==> src/rtl/ovl_blend_pkg.sv <==
package ovl_blend_pkg;

    typedef enum logic [3:0] {
        FMT_565  = 4'd0,
        FMT_XRGB = 4'd1,
        FMT_XBGR = 4'd2,
        FMT_RGBX = 4'd3,
        FMT_BGRX = 4'd4,
        FMT_ARGB = 4'd5,
        FMT_ABGR = 4'd6,
        FMT_RGBA = 4'd7,
        FMT_BGRA = 4'd8
    } pix_fmt_e;

    typedef struct packed {
        logic [7:0] r;
        logic [7:0] g;
        logic [7:0] b;
    } rgb_t;

    typedef struct packed {
        logic valid;
        logic l0_on;
        logic l1_on;
        rgb_t w0;
        rgb_t w1;
        rgb_t f0;
        rgb_t f1;
    } stage1_t;

    typedef struct packed {
        logic valid;
        rgb_t rgb;
    } stage2_t;

    typedef struct packed {
        stage1_t s1;
        stage2_t s2;
    } pipe_t;

endpackage

==> src/rtl/ovl_unpack.sv <==
module ovl_unpack
    import ovl_blend_pkg::*;
(
    input  logic [31:0] pix_i,
    input  logic [3:0]  fmt_i,
    output rgb_t        rgb_o,
    output logic [7:0]  alpha_o,
    output logic        has_alpha_o
);
    always_comb begin
        rgb_o       = '0;
        alpha_o     = 8'hFF;
        has_alpha_o = 1'b0;
        case (pix_fmt_e'(fmt_i))
            FMT_565: begin
                rgb_o.r = {pix_i[15:11], pix_i[15:13]};
                rgb_o.g = {pix_i[10:5],  pix_i[10:9]};
                rgb_o.b = {pix_i[4:0],   pix_i[4:2]};
            end
            FMT_XBGR: begin
                rgb_o.b = pix_i[23:16];
                rgb_o.g = pix_i[15:8];
                rgb_o.r = pix_i[7:0];
            end
            FMT_RGBX: begin
                rgb_o.r = pix_i[31:24];
                rgb_o.g = pix_i[23:16];
                rgb_o.b = pix_i[15:8];
            end
            FMT_BGRX: begin
                rgb_o.b = pix_i[31:24];
                rgb_o.g = pix_i[23:16];
                rgb_o.r = pix_i[15:8];
            end
            FMT_ARGB: begin
                alpha_o     = pix_i[31:24];
                has_alpha_o = 1'b1;
                rgb_o.r     = pix_i[23:16];
                rgb_o.g     = pix_i[15:8];
                rgb_o.b     = pix_i[7:0];
            end
            FMT_ABGR: begin
                alpha_o     = pix_i[31:24];
                has_alpha_o = 1'b1;
                rgb_o.b     = pix_i[23:16];
                rgb_o.g     = pix_i[15:8];
                rgb_o.r     = pix_i[7:0];
            end
            FMT_RGBA: begin
                rgb_o.r     = pix_i[31:24];
                rgb_o.g     = pix_i[23:16];
                rgb_o.b     = pix_i[15:8];
                alpha_o     = pix_i[7:0];
                has_alpha_o = 1'b1;
            end
            FMT_BGRA: begin
                rgb_o.b     = pix_i[31:24];
                rgb_o.g     = pix_i[23:16];
                rgb_o.r     = pix_i[15:8];
                alpha_o     = pix_i[7:0];
                has_alpha_o = 1'b1;
            end
            default: begin
                // code 1 and all unassigned codes share the padded R-G-B packing
                rgb_o.r = pix_i[23:16];
                rgb_o.g = pix_i[15:8];
                rgb_o.b = pix_i[7:0];
            end
        endcase
    end
endmodule

==> src/rtl/ovl_rect_hit.sv <==
module ovl_rect_hit #(
    parameter int X_W = 12,
    parameter int Y_W = 12
) (
    input  logic [X_W-1:0] x_i,
    input  logic [Y_W-1:0] y_i,
    input  logic [X_W-1:0] tl_x_i,
    input  logic [Y_W-1:0] tl_y_i,
    input  logic [X_W-1:0] br_x_i,
    input  logic [Y_W-1:0] br_y_i,
    output logic           hit_o
);
    logic in_x;
    logic in_y;

    // both corners belong to the rectangle
    assign in_x  = (x_i >= tl_x_i) && (x_i <= br_x_i);
    assign in_y  = (y_i >= tl_y_i) && (y_i <= br_y_i);
    assign hit_o = in_x && in_y;
endmodule

==> src/rtl/ovl_ckey.sv <==
module ovl_ckey
    import ovl_blend_pkg::*;
(
    input  logic        en_i,
    input  logic        dir_i,
    input  rgb_t        top_i,
    input  rgb_t        base_i,
    input  logic [23:0] mask_i,
    input  logic [23:0] color_i,
    output logic        match_o
);
    logic [23:0] probe;
    logic [23:0] diff;

    assign probe   = dir_i ? base_i : top_i;
    assign diff    = (probe ^ color_i) & ~mask_i;
    assign match_o = en_i && (diff == 24'd0);
endmodule

==> src/rtl/ovl_blend_ch.sv <==
module ovl_blend_ch (
    input  logic [7:0] src_i,
    input  logic [7:0] dst_i,
    input  logic [7:0] alpha_i,
    output logic [7:0] mix_o
);
    logic [16:0] num;
    logic [16:0] quo;
    logic        unused_quo;

    // weighted sum with rounding offset, then exact divide by 255 for this range
    assign num = 17'(src_i) * 17'(alpha_i)
               + 17'(dst_i) * 17'(8'd255 - alpha_i)
               + 17'd127;
    assign quo = (num + (num >> 8) + 17'd1) >> 8;
    assign mix_o = quo[7:0];
    assign unused_quo = ^quo[16:8];
endmodule

==> src/rtl/ovl_blend.sv <==
module ovl_blend
    import ovl_blend_pkg::*;
#(
    parameter int X_W = 12,
    parameter int Y_W = 12
) (
    input  logic           clk,
    input  logic           rst_n,
    input  logic           px_valid_i,
    input  logic [X_W-1:0] scr_x_i,
    input  logic [Y_W-1:0] scr_y_i,
    input  logic [31:0]    w0_pix_i,
    input  logic [31:0]    w1_pix_i,
    input  logic           w0_en_i,
    input  logic           w1_en_i,
    input  logic [X_W-1:0] w0_tl_x_i,
    input  logic [Y_W-1:0] w0_tl_y_i,
    input  logic [X_W-1:0] w0_br_x_i,
    input  logic [Y_W-1:0] w0_br_y_i,
    input  logic [X_W-1:0] w1_tl_x_i,
    input  logic [Y_W-1:0] w1_tl_y_i,
    input  logic [X_W-1:0] w1_br_x_i,
    input  logic [Y_W-1:0] w1_br_y_i,
    input  logic [3:0]     w0_fmt_i,
    input  logic [3:0]     w1_fmt_i,
    input  logic           w0_pa_sel_i,
    input  logic           w1_pa_sel_i,
    input  logic [23:0]    w0_alpha1_i,
    input  logic [23:0]    w1_alpha1_i,
    input  logic [23:0]    w1_alpha0_i,
    input  logic           ck_en_i,
    input  logic           ck_blend_i,
    input  logic           ck_dir_i,
    input  logic [23:0]    ck_mask_i,
    input  logic [23:0]    ck_color_i,
    output logic           out_valid_o,
    output logic [23:0]    out_rgb_o
);
    localparam int NWIN = 2;
    localparam int NCH  = 3;
    localparam int CH_W = 8;

    // per-layer views of the port groups
    logic [31:0]    win_pix [NWIN];
    logic [3:0]     win_fmt [NWIN];
    logic [X_W-1:0] win_tlx [NWIN];
    logic [Y_W-1:0] win_tly [NWIN];
    logic [X_W-1:0] win_brx [NWIN];
    logic [Y_W-1:0] win_bry [NWIN];

    assign win_pix[0] = w0_pix_i;
    assign win_pix[1] = w1_pix_i;
    assign win_fmt[0] = w0_fmt_i;
    assign win_fmt[1] = w1_fmt_i;
    assign win_tlx[0] = w0_tl_x_i;
    assign win_tlx[1] = w1_tl_x_i;
    assign win_tly[0] = w0_tl_y_i;
    assign win_tly[1] = w1_tl_y_i;
    assign win_brx[0] = w0_br_x_i;
    assign win_brx[1] = w1_br_x_i;
    assign win_bry[0] = w0_br_y_i;
    assign win_bry[1] = w1_br_y_i;

    rgb_t            up_rgb [NWIN];
    logic [7:0]      up_alpha [NWIN];
    logic [NWIN-1:0] up_has_a;
    logic [NWIN-1:0] win_hit;

    generate
        for (genvar w = 0; w < NWIN; w++) begin : g_win
            ovl_unpack u_unpack (
                .pix_i       (win_pix[w]),
                .fmt_i       (win_fmt[w]),
                .rgb_o       (up_rgb[w]),
                .alpha_o     (up_alpha[w]),
                .has_alpha_o (up_has_a[w])
            );
            ovl_rect_hit #(
                .X_W (X_W),
                .Y_W (Y_W)
            ) u_hit (
                .x_i    (scr_x_i),
                .y_i    (scr_y_i),
                .tl_x_i (win_tlx[w]),
                .tl_y_i (win_tly[w]),
                .br_x_i (win_brx[w]),
                .br_y_i (win_bry[w]),
                .hit_o  (win_hit[w])
            );
        end
    endgenerate

    logic key_match;

    ovl_ckey u_ckey (
        .en_i    (ck_en_i),
        .dir_i   (ck_dir_i),
        .top_i   (up_rgb[1]),
        .base_i  (up_rgb[0]),
        .mask_i  (ck_mask_i),
        .color_i (ck_color_i),
        .match_o (key_match)
    );

    pipe_t st_d;
    pipe_t st_q;

    // second stage: two chained blends
    logic [23:0] l0_src;
    logic [23:0] l1_src;
    logic [23:0] l0_fac;
    logic [23:0] l1_fac;
    logic [23:0] l0_mix;
    logic [23:0] l0_res;
    logic [23:0] l1_mix;

    assign l0_src = st_q.s1.w0;
    assign l1_src = st_q.s1.w1;
    assign l0_fac = st_q.s1.f0;
    assign l1_fac = st_q.s1.f1;
    assign l0_res = st_q.s1.l0_on ? l0_mix : 24'd0;

    generate
        for (genvar c = 0; c < NCH; c++) begin : g_ch
            ovl_blend_ch u_mix0 (
                .src_i   (l0_src[CH_W*c +: CH_W]),
                .dst_i   (8'd0),
                .alpha_i (l0_fac[CH_W*c +: CH_W]),
                .mix_o   (l0_mix[CH_W*c +: CH_W])
            );
            ovl_blend_ch u_mix1 (
                .src_i   (l1_src[CH_W*c +: CH_W]),
                .dst_i   (l0_res[CH_W*c +: CH_W]),
                .alpha_i (l1_fac[CH_W*c +: CH_W]),
                .mix_o   (l1_mix[CH_W*c +: CH_W])
            );
        end
    endgenerate

    always_comb begin
        logic key_hide;
        logic key_soft;

        st_d     = st_q;
        key_hide = key_match && !ck_blend_i;
        key_soft = key_match && ck_blend_i;

        // stage 1: coverage, unpacked colours and blend factors
        st_d.s1.valid = px_valid_i;
        st_d.s1.l0_on = px_valid_i && w0_en_i && win_hit[0];
        st_d.s1.l1_on = px_valid_i && w1_en_i && win_hit[1] && !key_hide;
        st_d.s1.w0    = up_rgb[0];
        st_d.s1.w1    = up_rgb[1];

        if (up_has_a[0] && w0_pa_sel_i) begin
            st_d.s1.f0 = '{r: up_alpha[0], g: up_alpha[0], b: up_alpha[0]};
        end else begin
            st_d.s1.f0 = w0_alpha1_i;
        end

        if (key_soft) begin
            st_d.s1.f1 = w1_alpha0_i;
        end else if (up_has_a[1] && w1_pa_sel_i) begin
            st_d.s1.f1 = '{r: up_alpha[1], g: up_alpha[1], b: up_alpha[1]};
        end else begin
            st_d.s1.f1 = w1_alpha1_i;
        end

        // stage 2: final pixel
        st_d.s2.valid = st_q.s1.valid;
        st_d.s2.rgb   = st_q.s1.l1_on ? l1_mix : l0_res;
    end

    always_ff @(posedge clk or negedge rst_n) begin
        if (!rst_n) begin
            st_q <= '0;
        end else begin
            st_q <= st_d;
        end
    end

    assign out_valid_o = st_q.s2.valid;
    assign out_rgb_o   = st_q.s2.rgb;
endmodule

==> config.mk <==
export PLATFORM = sky130hd
export DESIGN_NAME = ovl_blend
export DESIGN_NICKNAME = d
export VERILOG_FILES = /design/src/rtl/ovl_blend_pkg.sv /design/src/rtl/ovl_unpack.sv /design/src/rtl/ovl_rect_hit.sv /design/src/rtl/ovl_ckey.sv /design/src/rtl/ovl_blend_ch.sv /design/src/rtl/ovl_blend.sv
export SDC_FILE = /design/constraint.sdc
export NUM_CORES = 2
export LEC_CHECK = 0
export ABC_CLOCK_PERIOD_IN_PS = 21500
export BUFFER_PORTS_ARGS = -buffer_cell sky130_fd_sc_hd__buf_2
export CAP_MARGIN = 30
export CORE_UTILIZATION = 40
export DETAILED_ROUTE_END_ITERATION = 6
export PLACE_DENSITY_LB_ADDON = 0.2
export SLEW_MARGIN = 10
export SYNTH_ARGS = -nofsm -noshare
export SYNTH_HDL_FRONTEND = slang
export SYNTH_SLANG_ARGS = --single-unit
==> constraint.sdc <==
create_clock -name clk -period 21.5 [get_ports clk]
set_input_delay 1.075 -clock clk [delete_from_list [all_inputs] [get_ports clk]]
set_output_delay 1.075 -clock clk [all_outputs]
set_load 0.05 [all_outputs]
Word level (Yosys, flattened, before mapping). Index checks and enable logic that the tools add are counted.

Register bits after elaboration: 124. Output and inout port bits: 25. Input bits: 322.

Multipliers: 9. Reductions and logical operators: 33. Bitwise gates (word level): 3. Mux-type cells: 12. Equality and inequality tests: 14. Order comparisons: 8. Add/sub/neg operators: 24.

Operator list (number): one-hot mux 24 bit (4 select lines) (2); two-way mux 24 bit (6); adder 16 x 1 -> 16 bit (second input constant) (6); adder 16 x 9 -> 16 bit (6); multiplier 8 x 8 -> 16 bit (6); adder 16 x 17 -> 17 bit (3); adder 16 x 7 -> 17 bit (second input constant) (3); adder 17 x 7 -> 17 bit (second input constant) (3); multiplier 8 x 17 -> 17 bit (3); >= comparator 12 bit (4); <= comparator 12 bit (4); == test 4 x 3 -> 1 bit (second input constant) (8); one-hot mux 8 bit (2 select lines) (2); subtractor 8 x 8 -> 9 bit (first input constant) (3); AND 24 bit (1); zero test 24 bit (1); NOT 24 bit (1); bitwise XOR 24 bit (1); OR reduction 2 bit (10); == test 4 x 2 -> 1 bit (second input constant) (4); logical AND 1 bit (16); == test 4 bit (second input constant) (2); zero test 4 bit (2); OR reduction 4 bit (2); 2 further kinds (4).

Longest topological paths before layout.
Depth in word-level cells: 11. Depth in mapped cells: 55.

Hierarchy. From an unflattened synthesis, not the netlist that was laid out.

Cells, all modules: 4440. Area total of the unflattened synthesis: 40398.7 um2.

Modules (own cells, without submodules): ovl_blend_ch (g_ch[0].u_mix0 ...) (cells each 597, instances 2, area an instance 5247.5 um2, sequential area each 0.0 um2); ovl_blend_ch (g_ch[2].u_mix1) (cells each 580, instances 1, area an instance 5081.1 um2, sequential area each 0.0 um2); ovl_blend_ch (g_ch[1].u_mix0) (cells each 564, instances 1, area an instance 5036.1 um2, sequential area each 0.0 um2); ovl_blend_ch (g_ch[2].u_mix0) (cells each 552, instances 1, area an instance 4943.5 um2, sequential area each 0.0 um2); ovl_blend_ch (g_ch[1].u_mix1) (cells each 544, instances 1, area an instance 4908.5 um2, sequential area each 0.0 um2); ovl_blend (cells each 334, instances 1, area an instance 4723.3 um2, sequential area each 3103.0 um2); ovl_rect_hit (cells each 157, instances 2, area an instance 1183.6 um2, sequential area each 0.0 um2); ovl_unpack (cells each 142, instances 2, area an instance 1104.8 um2, sequential area each 0.0 um2); ovl_ckey (cells each 74, instances 1, area an instance 634.4 um2, sequential area each 0.0 um2).

Worst setup path before layout. OpenSTA, ideal clock, no wires.

Kind: register to register. From: register st_q, in the netlist l0_fac[8]. To: register st_q, in the netlist out_rgb_o[10]. Period minus slack after synthesis: 12.338 ns. Required time: 21.413 ns. Stages on the path, launching flop included: 49. Arrival time: 12.251 ns. Slack: 9.162 ns. Cells stage by stage: dfrtp_1 > nand2_1 > fa_1 > inv_1 > fa_1 > fa_1 > inv_1 > fa_1 > inv_1 > ha_1 > and2_1 > a221o_1 > a31oi_1 > o21ai_1 > a21o_1 > a21oi_1 > xnor2_1 > ha_1 > [... 13 more ...] > inv_1 > fa_1 > inv_1 > ha_1 > or2_2 > a21oi_1 > a2111oi_0 > a211o_1 > inv_1 > ha_1 > a21oi_1 > nand2_1 > a21oi_1 > a21bo_2 > o31ai_2 > o31a_2 > mux2_1 > o211ai_1.

RTL lines: from (decl) (RTL line ovl_blend.sv:106) `pipe_t st_q;`; from (signal assigned) (RTL line ovl_blend.sv:178) `st_q <= st_d;`.

==> run summary <==
Largest net degree at the start of global routing: 67. The run gives 0.00310 mm² as the register area. In the final routed layout, each cell accounts on average for 19.5 µm. In this run, distinct cell masters in the synthesized netlist total 115. The height of the die was 288 µm.

The category of the critical setup timing path was reg -> reg. The tools report the sum of met3 wire segment lengths after detailed routing as 8230 µm. The portion of the clock cycle consumed by the worst path in the final layout was 0.657; the aggregate negative setup slack was 0 ps. Clock tree synthesis found a total of 124 sinks.

Data on the critical path arrives at its endpoint at 14530 ps. CTS built an H-tree with a depth of 4. During I/O placement, the number of pins put on the boundary was 347.

The worst path needs 14130 ps of the cycle, external delays included. The pre-antenna-repair detailed-routing pass consisted of 7 iterations. For hold timing, the worst endpoint is out_valid_o$_DFF_PN0_.

The mapped netlist covers 0.0327 mm². The maximum single-stage delay on the critical path was 860 ps. Total clock buffers created by CTS: 17. The tools report the wire length after detailed routing as 100000 µm. For the max-slew violation count, the log shows 0. The library cells used most frequently in the layout, excluding fill and tap cells, are sky130_fd_sc_hd__inv_1, sky130_fd_sc_hd__fa_1, sky130_fd_sc_hd__ha_1.

The area added between synthesis and finish is 10.2%, and the total length of routed met2 wires is 46600 µm. Effective utilization at floorplan: 0.406. After clock tree synthesis, the clock-pin slew on the worst setup and hold paths is 60 ps. For the met1 wire length, the log shows 42200 µm.

Worst hold path class: reg -> reg. The number of synthesis warnings was 0; the multi-input logic area was 0.0264 mm². For this run the aggregate overflow at the end of global routing stands at 0.

The critical path startpoint category is a register. CTS placed an instance of sky130_fd_sc_hd__clkbuf_16 at the clock tree root. After clock tree synthesis, the flow added hold-fix buffers numbering 0.

For the worst path required time, the log shows 21900 ps. Number of nets in the final layout: 5241. The highest achievable clock rate came out at 70.8 MHz. The share of final-layout standard cells stronger than drive strength 1 came out at 0.134. The beginning of the critical path was l0_fac[9]$_DFF_PN0_. In this run the remaining antenna-violating nets after routing total 0. TritonCTS built the clock tree. For the total of cells resized after clock tree synthesis, the log shows 0.

The tools report the reg-to-reg startpoint as l0_fac[9]$_DFF_PN0_. After synthesis, the mean cell area works out to 8.64 µm². In this run, the number of DRC markers left after iteration 0 of detailed routing was 1707. Buffers placed on the I/O ports in this run total 346.

The final hold violation count was 0. Using the TritonRoute via totals, the vias-per-cell ratio works out to 5.27. Summed over all nets, the half-perimeter wirelength after detailed placement is 84100 µm. STA classifies the critical path endpoint as a register. Row generation in the floorplan step produced 104 rows. The logs give 0 for the max-cap violation count and 0.0830 mm² for the die footprint.

In the synthesized netlist, the number of instances is 3789. The synthesized design contains 124 register bits. The floorplan step set the die width to 288 µm.

The first global-routing pass estimated 157000 µm of wire. The run gives 27.2k as the overall via count from detail_route. The maximum clock skew at final layout is 13.7 ps. The congestion estimate from routability-driven global placement came to 0.898. The critical-path cell with the highest stage delay is sky130_fd_sc_hd__a2111oi_0. The number of global-route vias before repair is 28.0k.

Count of final setup violators: 0. Among the stages of the critical path, the cell type that occurs most often is sky130_fd_sc_hd__fa_1. The number of cell instances on the worst register-to-register path came out at 48. Commonest non-fill, non-tap cell in the layout: sky130_fd_sc_hd__inv_1. The share of the yosys chip area belonging to registers came out at 0.0948. The predominant post-synthesis flop cell is sky130_fd_sc_hd__dfrtp_1. The worst register-to-register path ends at out_rgb_o[10]$_DFF_PN0_. In the routed design, unresolved DRC markers number 108. The largest driver fanout on the critical path came out at 8. The flow ran to the end, but the final reports show violations. In this run the register-to-register setup slack is 7370 ps. The checks that failed: design-rule violations.

The clock passes through at most 2 buffers. The worst hold path was traced through 0 stages. In this run the post-CTS setup repair buffer count came out at 0. At the later pin of the worst-skew pair, clock insertion delay measures 500 ps.

Start point of the worst min-delay path: st_d[24]$_DFF_PN0_. The tools report the number of filler instances in the final layout as 8090. The fraction of registers with async set or reset after synthesis is 1.00. In this run the top signal layer used is met5. The core footprint was 0.0807 mm²; the number of synthesized flops with an enable pin was 0. The run gives 4973 as the net count after synthesis. Setup repair after global routing left no endpoint under its margin. At the pin with the least slew margin, the transition time is 1030 ps. The run gives 0.312 as the worst slew margin relative to its limit. The logs give 0.249 for the overall global routing resource usage and 38 for the initial antenna violation count.
worst max-delay path: cells and delay by family (launching register included):
kind,cells,cell delay (ps)
adder cells (fa/ha/maj),14,6180
AO/OA/AOI/OAI,15,4140
AND/OR/NAND/NOR,9,1880
XOR/XNOR,2,620
flip-flops,1,520
buffers and inverters,7,370
multiplexers,1,330
per-layer routing:
layer,up-vias,global-route usage
li1,13000,-
met1,13200,0.312
met2,770,0.415
met3,152,0.0691
met4,36,0.0772
met5,-,0
synthesized netlist by cell type, drive strengths merged, types with 7 or more instances:
| master | count | area (µm²) |
|---|---|---|
| a22oi | 20 | 155 |
| o211a | 11 | 110 |
| a21o | 71 | 534 |
| nor3 | 48 | 255 |
| nor2 | 232 | 873 |
| clkbuf | 60 | 229 |
| o31ai | 14 | 120 |
| nand4 | 25 | 156 |
| fa | 438 | 8770 |
| mux2 | 8 | 90.1 |
| a2111oi | 10 | 113 |
| nand2 | 306 | 1150 |
| o21a | 50 | 384 |
| a221o | 26 | 260 |
| nor4 | 17 | 125 |
| xnor2 | 57 | 526 |
| a211o | 7 | 61.3 |
| nand2b | 55 | 344 |
| a21oi | 149 | 764 |
| o21bai | 8 | 63.8 |
| nor2b | 29 | 189 |
| o21ai | 101 | 517 |
| inv | 719 | 2700 |
| ha | 424 | 5310 |
| mux2i | 86 | 861 |
| or2 | 89 | 559 |
| and2 | 227 | 1420 |
| nand3 | 31 | 155 |
| a31oi | 24 | 150 |
| dfrtp | 124 | 3100 |
| or4 | 13 | 101 |
| o211ai | 25 | 198 |
| o22ai | 16 | 100 |
| nor3b | 7 | 57.6 |
| xor2 | 47 | 412 |
| buf | 50 | 319 |
| a211oi | 24 | 205 |
| o221ai | 8 | 70.1 |
| and3 | 18 | 118 |
| or3 | 11 | 68.8 |
registers in the layout (all words and copies together), names as in the netlist:
register	flops
l0_src	24
l1_src	24
st_d	1
l1_fac	24
out_valid_o	1
out_rgb_o	24
l0_fac	24
st_q	2
per-stage QoR:
step	instance area, µm²	instances	hold WS [ps]	utilization	setup slack (ps)
final	36100	5151	382	0.447	7370
after global routing	36000	5138	391	0.447	6570
after CTS	36000	5129	380	0.446	7460
after detailed placement	35300	5097	365	0.438	7460
after global placement	35300	5096	364	0.438	7440
after floorplan	32700	3789	331	-	9160
worst max path at each step:
stage / end / cells past startpoint / slack [ps]
final: out_rgb_o[10]$_DFF_PN0_ / 48 / 7370
after CTS: out_rgb_o[10]$_DFF_PN0_ / 48 / 7460
after detailed placement: out_rgb_o[10]$_DFF_PN0_ / 48 / 7460
after global placement: out_rgb_o[10]$_DFF_PN0_ / 48 / 7440
after global routing: out_rgb_o[10]$_DFF_PN0_ / 48 / 6570
after floorplan: out_rgb_o[10]$_DFF_PN0_ / 48 / 9160
cells by family after synthesis:
family | synth area share
simple gates | 0.176
fa+ha+maj | 0.432
compound gates | 0.139
mux | 0.0291
buf+inv | 0.0993
flops | 0.0948
xor+xnor | 0.0294
cell type report:
cell class	instances	area share
tap	1060	0.0368
clock buffer	19	0.0120
timing repair buffer	359	0.0514
multi-input combinational	2836	0.731
sequential	124	0.0861
antenna	21	0.00146
clock inverter	13	0.00593
inverter	719	0.0749
Power is not shown: default switching activity piles up to over one toggle a cycle in this logic, so the estimate is an artifact.
